$ cat src/rtl/rbm_pkg.sv
package rbm_pkg;
  typedef enum logic [3:0] {
    OP_ROL = 4'd0,
    OP_ROR = 4'd1,
    OP_RCL = 4'd2,
    OP_RCR = 4'd3,
    OP_BT  = 4'd4,
    OP_BTS = 4'd5,
    OP_BTR = 4'd6,
    OP_BTC = 4'd7,
    OP_SCF = 4'd8,
    OP_SCR = 4'd9
  } rbm_op_e;

  localparam logic [1:0] BM_KEEP = 2'd0;
  localparam logic [1:0] BM_SET  = 2'd1;
  localparam logic [1:0] BM_CLR  = 2'd2;
  localparam logic [1:0] BM_INV  = 2'd3;
endpackage

$ cat src/rtl/rbm_rot.sv
module rbm_rot #(
  parameter int WIDTH = 16,
  parameter int AMT_W = 4
) (
  input  logic [WIDTH-1:0] val_i,
  input  logic [AMT_W-1:0] amt_i,
  input  logic             left_i,
  output logic [WIDTH-1:0] val_o
);
  logic [2*WIDTH-1:0] dbl, shl, shr;

  always_comb begin
    dbl   = {val_i, val_i};
    shl   = dbl << amt_i;
    shr   = dbl >> amt_i;
    val_o = left_i ? shl[2*WIDTH-1:WIDTH] : shr[WIDTH-1:0];
  end
endmodule

$ cat src/rtl/rbm_bitop.sv
module rbm_bitop import rbm_pkg::*; #(
  parameter int WIDTH = 16,
  localparam int IDX_W = $clog2(WIDTH)
) (
  input  logic [WIDTH-1:0] val_i,
  input  logic [IDX_W-1:0] idx_i,
  input  logic [1:0]       mode_i,
  output logic [WIDTH-1:0] val_o,
  output logic             bit_o
);
  logic [WIDTH-1:0] mask;

  always_comb begin
    mask  = WIDTH'(1) << idx_i;
    bit_o = val_i[idx_i];
    unique case (mode_i)
      BM_SET:  val_o = val_i | mask;
      BM_CLR:  val_o = val_i & ~mask;
      BM_INV:  val_o = val_i ^ mask;
      default: val_o = val_i;
    endcase
  end
endmodule

$ cat src/rtl/rbm_scan.sv
module rbm_scan #(
  parameter int WIDTH    = 16,
  parameter bit FROM_MSB = 1'b0,
  localparam int IDX_W   = $clog2(WIDTH)
) (
  input  logic [WIDTH-1:0] val_i,
  output logic [IDX_W-1:0] idx_o
);
  generate
    if (FROM_MSB) begin : g_rev
      always_comb begin
        idx_o = '0;
        for (int i = 0; i < WIDTH; i++)
          if (val_i[i]) idx_o = IDX_W'(i);
      end
    end else begin : g_fwd
      always_comb begin
        idx_o = '0;
        for (int i = WIDTH - 1; i >= 0; i--)
          if (val_i[i]) idx_o = IDX_W'(i);
      end
    end
  endgenerate
endmodule

$ cat src/rtl/rbm_unit.sv
module rbm_unit import rbm_pkg::*; #(
  parameter int DATA_W = 16,
  parameter int CNT_W  = 5,
  localparam int IDX_W = $clog2(DATA_W),
  localparam int RC_W  = $clog2(DATA_W + 1)
) (
  input  logic [3:0]        op_i,
  input  logic [DATA_W-1:0] opnd_i,
  input  logic [DATA_W-1:0] dst_i,
  input  logic [CNT_W-1:0]  cnt_i,
  input  logic              carry_i,
  output logic [DATA_W-1:0] res_o,
  output logic              carry_o,
  output logic              zero_o
);
  logic [IDX_W-1:0]  plain_amt;
  logic [RC_W-1:0]   rc_amt;
  logic [DATA_W-1:0] plain_rot;
  logic [DATA_W:0]   rc_rot;
  logic              plain_c;
  logic [DATA_W-1:0] bit_val;
  logic              bit_c;
  logic [IDX_W-1:0]  scan_idx [2];
  logic              any_set;

  always_comb begin
    plain_amt = IDX_W'(cnt_i % DATA_W);
    rc_amt    = RC_W'(cnt_i % (DATA_W + 1));
    any_set   = |opnd_i;
  end

  rbm_rot #(.WIDTH(DATA_W), .AMT_W(IDX_W)) i_plain_rot (
    .val_i (opnd_i),
    .amt_i (plain_amt),
    .left_i(op_i == OP_ROL),
    .val_o (plain_rot)
  );

  rbm_rot #(.WIDTH(DATA_W + 1), .AMT_W(RC_W)) i_rc_rot (
    .val_i ({carry_i, opnd_i}),
    .amt_i (rc_amt),
    .left_i(op_i == OP_RCL),
    .val_o (rc_rot)
  );

  rbm_bitop #(.WIDTH(DATA_W)) i_bitop (
    .val_i (opnd_i),
    .idx_i (cnt_i[IDX_W-1:0]),
    .mode_i(op_i[1:0]),
    .val_o (bit_val),
    .bit_o (bit_c)
  );

  for (genvar d = 0; d < 2; d++) begin : g_scan
    rbm_scan #(.WIDTH(DATA_W), .FROM_MSB(d != 0)) i_scan (
      .val_i(opnd_i),
      .idx_o(scan_idx[d])
    );
  end

  always_comb begin
    if (plain_amt == '0)
      plain_c = carry_i;
    else if (op_i == OP_ROL)
      plain_c = plain_rot[0];
    else
      plain_c = plain_rot[DATA_W-1];
  end

  always_comb begin
    res_o   = opnd_i;
    carry_o = carry_i;
    zero_o  = 1'b0;
    case (op_i)
      OP_ROL, OP_ROR: begin
        res_o   = plain_rot;
        carry_o = plain_c;
      end
      OP_RCL, OP_RCR: begin
        res_o   = rc_rot[DATA_W-1:0];
        carry_o = rc_rot[DATA_W];
      end
      OP_BT, OP_BTS, OP_BTR, OP_BTC: begin
        res_o   = bit_val;
        carry_o = bit_c;
      end
      OP_SCF, OP_SCR: begin
        zero_o = !any_set;
        if (any_set)
          res_o = DATA_W'(scan_idx[op_i == OP_SCR]);
        else
          res_o = dst_i;
      end
      default: ;
    endcase
  end
endmodule

$ cat config.mk
export PLATFORM = sky130hd
export DESIGN_NAME = rbm_unit
export DESIGN_NICKNAME = d
export VERILOG_FILES = /design/src/rtl/rbm_pkg.sv /design/src/rtl/rbm_rot.sv /design/src/rtl/rbm_bitop.sv /design/src/rtl/rbm_scan.sv /design/src/rtl/rbm_unit.sv
export SDC_FILE = /design/constraint.sdc
export NUM_CORES = 1
export LEC_CHECK = 0
export ABC_AREA = 1
export CORE_MARGIN = 2
export CORE_UTILIZATION = 40
export DETAILED_ROUTE_END_ITERATION = 8
export PLACE_DENSITY_LB_ADDON = 0.25
export REMOVE_ABC_BUFFERS = 1
export SKIP_LAST_GASP = 1
export SYNTH_ARGS = -nofsm -noshare
export SYNTH_HDL_FRONTEND = slang
export SYNTH_HIERARCHICAL = 1
export SYNTH_SLANG_ARGS = --single-unit
$ cat constraint.sdc
create_clock -name vclk -period 4.1
set_input_delay 1.025 -clock vclk [all_inputs]
set_output_delay 1.025 -clock vclk [all_outputs]
set_load 0.02 [all_outputs]
Word level (Yosys, flattened, before mapping)
Cells that the tools add are included.
- logic and storage cells: 78
- input bits: 42
- output and inout port bits: 18
- bits in registers: 0
- shifts and indexed selects: 5
- order comparisons: 2
- reduce and logical (&&, ||, !) cells: 8
- div/mod/pow operators: 1
- equality and inequality tests: 12
- muxes and demuxes: 45
- bitwise logic cells: 5
- operator list (kind ; number):
    4-bit two-way mux ; 27
    16-bit one-hot mux with 4 select lines ; 1
    16-bit one-hot mux with 3 select lines ; 1
    34-bit by 5-bit left shift with 34-bit output ; 1
    34-bit by 5-bit right shift with 17-bit output ; 1
    5-bit by 5-bit remainder unit with 32-bit output, second input constant ; 1
    16-bit two-way mux ; 2
    32-bit by 4-bit left shift with 32-bit output ; 1
    32-bit by 4-bit right shift with 16-bit output ; 1
    17-bit two-way mux ; 1
    16-bit AND ; 1
    4-bit by 3-bit equality test with 1-bit output, second input constant ; 4
    16-bit NOT ; 1
    16-bit OR ; 1
    16-bit OR reduction ; 1
    1-bit by 4-bit left shift with 16-bit output, first input constant ; 1
    16-bit XOR ; 1
    3-bit two-way mux ; 4
    4-bit by 2-bit equality test with 1-bit output, second input constant ; 2
    4-bit equality test, second input constant ; 2
    4-bit zero test ; 2
    2-bit OR reduction ; 3
    4-bit by 5-bit less-than comparator with 1-bit output, second input constant ; 1
    1-bit two-way mux ; 5
    other kinds (10) ; 12

Longest topological paths before layout
- depth after elaboration: 21
- depth in mapped cells: 23
- gate-level depth less buffers: 22

By module
The synthesis kept the hierarchy.
- modules (own cells, without submodules) (module ; area an instance (um^2) ; sequential area each (um^2) ; cells each ; instances):
    rbm_rot (i_rc_rot) ; 2449.8 ; 0.0 ; 509 ; 1
    rbm_rot (i_plain_rot) ; 1497.7 ; 0.0 ; 304 ; 1
    rbm_bitop ; 1168.6 ; 0.0 ; 200 ; 1
    rbm_unit ; 1068.5 ; 0.0 ; 223 ; 1
    rbm_scan (g_scan[0].i_scan) ; 212.7 ; 0.0 ; 46 ; 1
    rbm_scan (g_scan[1].i_scan) ; 167.7 ; 0.0 ; 41 ; 1

Least setup slack after synthesis
OpenSTA, ideal clock, no wires.
- path kind: input port to output port
- start: input cnt_i[1]
- end: output res_o[0]
- buffers on the path: 2
- data required time: 3.075 ns
- path slack: -0.265 ns
- stages: 20
- data arrival time: 3.340 ns
- path through: inv_1 -> ha_1 -> nand2_1 -> ha_1 -> inv_1 -> nand2_1 -> nand2_1 -> xor2_1 -> buf_2 -> buf_1 -> nand3_1 -> nand3_1 -> nand3_1 -> nand2_1 -> nand2_1 -> nand2_1 -> nand3_1 -> nand3_1 -> nor2_1 -> a21oi_1
- elaborated cells between the ends (all ways): 14
- classes of those cells: div: 1; shift: 5; mux: 4; bitwise: 4
- RTL lines (item ; RTL line ; RTL):
    start: declaration ; rbm_unit.sv:10 ; input logic [CNT_W-1:0] cnt_i,
    5-bit by 5-bit remainder unit with 32-bit output * ; rbm_unit.sv:28 ; rc_amt = RC_W'(cnt_i % (DATA_W + 1));
    net rc_amt[2] ; rbm_unit.sv:17 ; logic [RC_W-1:0] rc_amt;
    34-bit by 5-bit right shift with 17-bit output / 34-bit by 5-bit left shift with 34-bit output (equally long branches) ; rbm_rot.sv:15, rbm_rot.sv:14 ;
    17-bit two-way mux * ; rbm_rot.sv:16 ; val_o = left_i ? shl[2*WIDTH-1:WIDTH] : shr[WIDTH-1:0];
    net rc_rot[0] ; rbm_unit.sv:19 ; logic [DATA_W:0] rc_rot;
    16-bit one-hot mux with 4 select lines * ; rbm_unit.sv:74 ; case (op_i)
    end: declaration ; rbm_unit.sv:12 ; output logic [DATA_W-1:0] res_o,
Mark *: on every way through the listed nets, which the timed path passes. The rest lies on a longest branch.

Worst setup path in the final report
- start: input cnt_i[3]
- end: output res_o[6]
The elaborated chain is that of the path after synthesis.

==> flow_metrics.env <==
export IMPL_status="finished, violations left"
export IMPL_violations="setup timing"
export IMPL_grt_total_usage_pct=38.8
export IMPL_synth_cell_types=40
export IMPL_drt_wirelength_per_cell_um=21.8
export IMPL_place_hpwl_um=25400
export IMPL_cp_end_kind="output pin"
export IMPL_fin_crit_sh_pct=120
export IMPL_netlist_instances=1323
export IMPL_die_area_mm2=0.0175
export IMPL_vias=10900
export IMPL_worst_slack_ps=-813
export IMPL_power_frac_clock_pct=0
export IMPL_insertedDiodeCount=0
export IMPL_dr_pass1_iters=7
export IMPL_power_density_mw_per_mm2=184
export IMPL_die_x_um=132
export IMPL_path_max_fanout=8
export IMPL_seq_area_um2=0
export IMPL_area_delta_synth_final_pct=64.0
export IMPL_drtIter0Drc=1669
export IMPL_rsz0062_at_grt="yes"
export IMPL_wl_met2_um=16500
export IMPL_switchingPower_mw=1.23
export IMPL_max_slew_margin_pct=59.6
export IMPL_syn_area_mm2=0.00657
export IMPL_yosysWarningCount=6
export IMPL_dr_wl_met3_um=4400
export IMPL_criticalPathCategory="in2out"
export IMPL_drc=0
export IMPL_gp_congestion=1.10
export IMPL_nNetsFinal=1611
export IMPL_ir_drop_mv=0.172
export IMPL_fmax_mhz=204
export IMPL_rows=46
export IMPL_ant_nets=0
export IMPL_comb_power_share_pct=100.0
export IMPL_io_buffers=60
export IMPL_core_area_mm2=0.0159
export IMPL_max_slew_worst_pin_slew_ps=605
export IMPL_drive_above_1_share_pct=37.0
export IMPL_dp_slack_ps=-1700
export IMPL_routed_wl_um=38000
export IMPL_top_layer="met4"
export IMPL_hp_class="in2out"
export IMPL_hold_viol=0
export IMPL_seqPwrFrac_pct=0
export IMPL_first_global_vias=9795
export IMPL_clockBufferCount=0
export IMPL_initial_core_util_pct=41.2
export IMPL_internal_power_mw=0.743
export IMPL_via_per_inst=6.24
export IMPL_io_pins=60
export IMPL_cts_hold_buf=0
export IMPL_grt_remaining_overflow=0
export IMPL_cap_violations=0
export IMPL_p_sw_share_pct=62.4
export IMPL_total_power_mw=1.98
export IMPL_critical_path_required_ps=3070
export IMPL_wl_met1_um=13900
export IMPL_min_period_ps=4910
export IMPL_hold_depth=4
export IMPL_setup_viol=18
export IMPL_cp_start_kind="primary input"
export IMPL_crit_arrival_ps=3890
export IMPL_grt_max_degree=47
export IMPL_drv_slew=0
export IMPL_yosysSeqAreaShare_pct=0
export IMPL_grt_pass1_wl_um=54500
export IMPL_syn_area_per_cell_um2=4.96
export IMPL_die_h_um=132
export IMPL_antenna_found_initial=1
export IMPL_leakage_nw=5.24
export IMPL_seq_cells=0
==> cell type report <==
type	instances	area, um2
multi-input cells	1142	7420
fillers	1408	5170
repair buffers	288	2640
well taps	216	270
repair inverters	1	20.0
inverters	100	420
==> power by group through the flow <==
stage | Clock [mW] | Sequential, mW | Combinational (mW)
floorplan | 0 | 0 | 0.751
global placement | 0 | 0 | 1.42
detailed placement | 0 | 0 | 1.41
CTS | 0 | 0 | 1.69
global route | 0 | 0 | 2.08
finish | 0 | 0 | 1.98
==> repair_timing <==
| item | 4_1_cts | 5_1_grt |
|---|---|---|
| resized for setup | 388 | 120 |
| pin swaps | 93 | 70 |
| buffers inserted | 7 | 14 |
| setup endpoints to repair | 18 | 18 |
| endpoints found under the hold margin | 0 | 0 |
| cloned | 4 | 1 |
==> kinds of logic after synthesis <==
family                     Yosys count  synth area share (%)
AOI/OAI and AO/OA                   56                  4.80
xor gates and xnor gates             3                 0.400
adders and majority gates           36                  6.86
buffers and inverters              181                  13.6
muxes                                1                 0.172
and+or+nand+nor                   1046                  74.2
==> path summary, 6_finish.rpt <==
kind	start	end	slack, ps
worst min-delay path	dst_i[8]	res_o[8]	2760
worst max-delay path	cnt_i[3]	res_o[6]	-810
==> critical path, cell delays in order <==
cell	delay, ps
buf_8	100
nor2_4	100
buf_6	130
nand2_4	50
ha_4	160
inv_4	50
nand2_4	60
buf_6	140
xor2_4	180
buf_12	220
inv_16	70
buf_12	150
nand2_8	100
nand3_4	120
nand3_1	80
nand2_1	50
inv_1	270
a21oi_2	120
nand2_2	90
nand2_2	90
nand3_2	100
nand2_1	50
inv_1	60
nand4_1	110
buf_4	180
==> metrics by stage <==
step | instances | hold WS (ps) | setup TNS [ps] | area (um2) | utilization, %
after floorplan | 1242 | 2230 | -39870 | 6080 | -
after CTS | 1733 | 2760 | -8100 | 10100 | 63.2
after global routing | 1747 | 2810 | -13250 | 10800 | 67.5
final | 1747 | 2760 | -11240 | 10800 | 67.5
after global placement | 1722 | 3130 | -27800 | 8720 | 54.7
after detailed placement | 1722 | 3130 | -27370 | 8720 | 54.7
==> layout by cell type (no fill, tap or decap), types with 15 or more instances in the layout <==
cell type / instances
buf_6: 25
nand4_1: 23
buf_12: 15
nand3_4: 58
inv_2: 21
clkdlybuf4s50_1: 31
nand3_1: 373
buf_4: 201
nand2_4: 27
ha_1: 33
nor2_1: 25
nand2_2: 73
nand3_2: 87
a21oi_1: 30
inv_1: 68
nand2_1: 343
nand2_8: 15
==> cells in the mapped netlist (2+ instances only) <==
| master | n | area share (%) |
|---|---|---|
| buf_12 | 2 | 0.61 |
| o21ai_0 | 6 | 0.46 |
| nor4_1 | 5 | 0.48 |
| nor2_1 | 31 | 1.8 |
| clkinv_1 | 4 | 0.23 |
| nand4_1 | 23 | 2.2 |
| a22oi_1 | 10 | 1.1 |
| nand2_4 | 9 | 1.5 |
| inv_2 | 16 | 0.91 |
| a21oi_1 | 37 | 2.8 |
| ha_1 | 36 | 6.9 |
| nand2_2 | 21 | 2.0 |
| nand3_1 | 504 | 38 |
| buf_2 | 28 | 2.1 |
| clkbuf_1 | 17 | 0.97 |
| buf_4 | 12 | 1.4 |
| nor3_1 | 2 | 0.15 |
| inv_1 | 76 | 4.3 |
| nand2_1 | 428 | 24 |
| nor2_4 | 2 | 0.34 |
| nand3_2 | 14 | 2.1 |
| buf_6 | 5 | 0.86 |
| xor2_1 | 2 | 0.27 |
| nor2_2 | 3 | 0.29 |
| buf_1 | 14 | 0.80 |
| buf_8 | 2 | 0.46 |
==> layer usage <==
| layer | GRT usage (%) | up-vias |
|---|---|---|
| met5 | 0 | - |
| met4 | 24.9 | 0 |
| met3 | 6.27 | 247 |
| met2 | 62.6 | 837 |
| met1 | 47.8 | 4897 |
| li1 | - | 4918 |
Power figures use the tool's default switching activity.
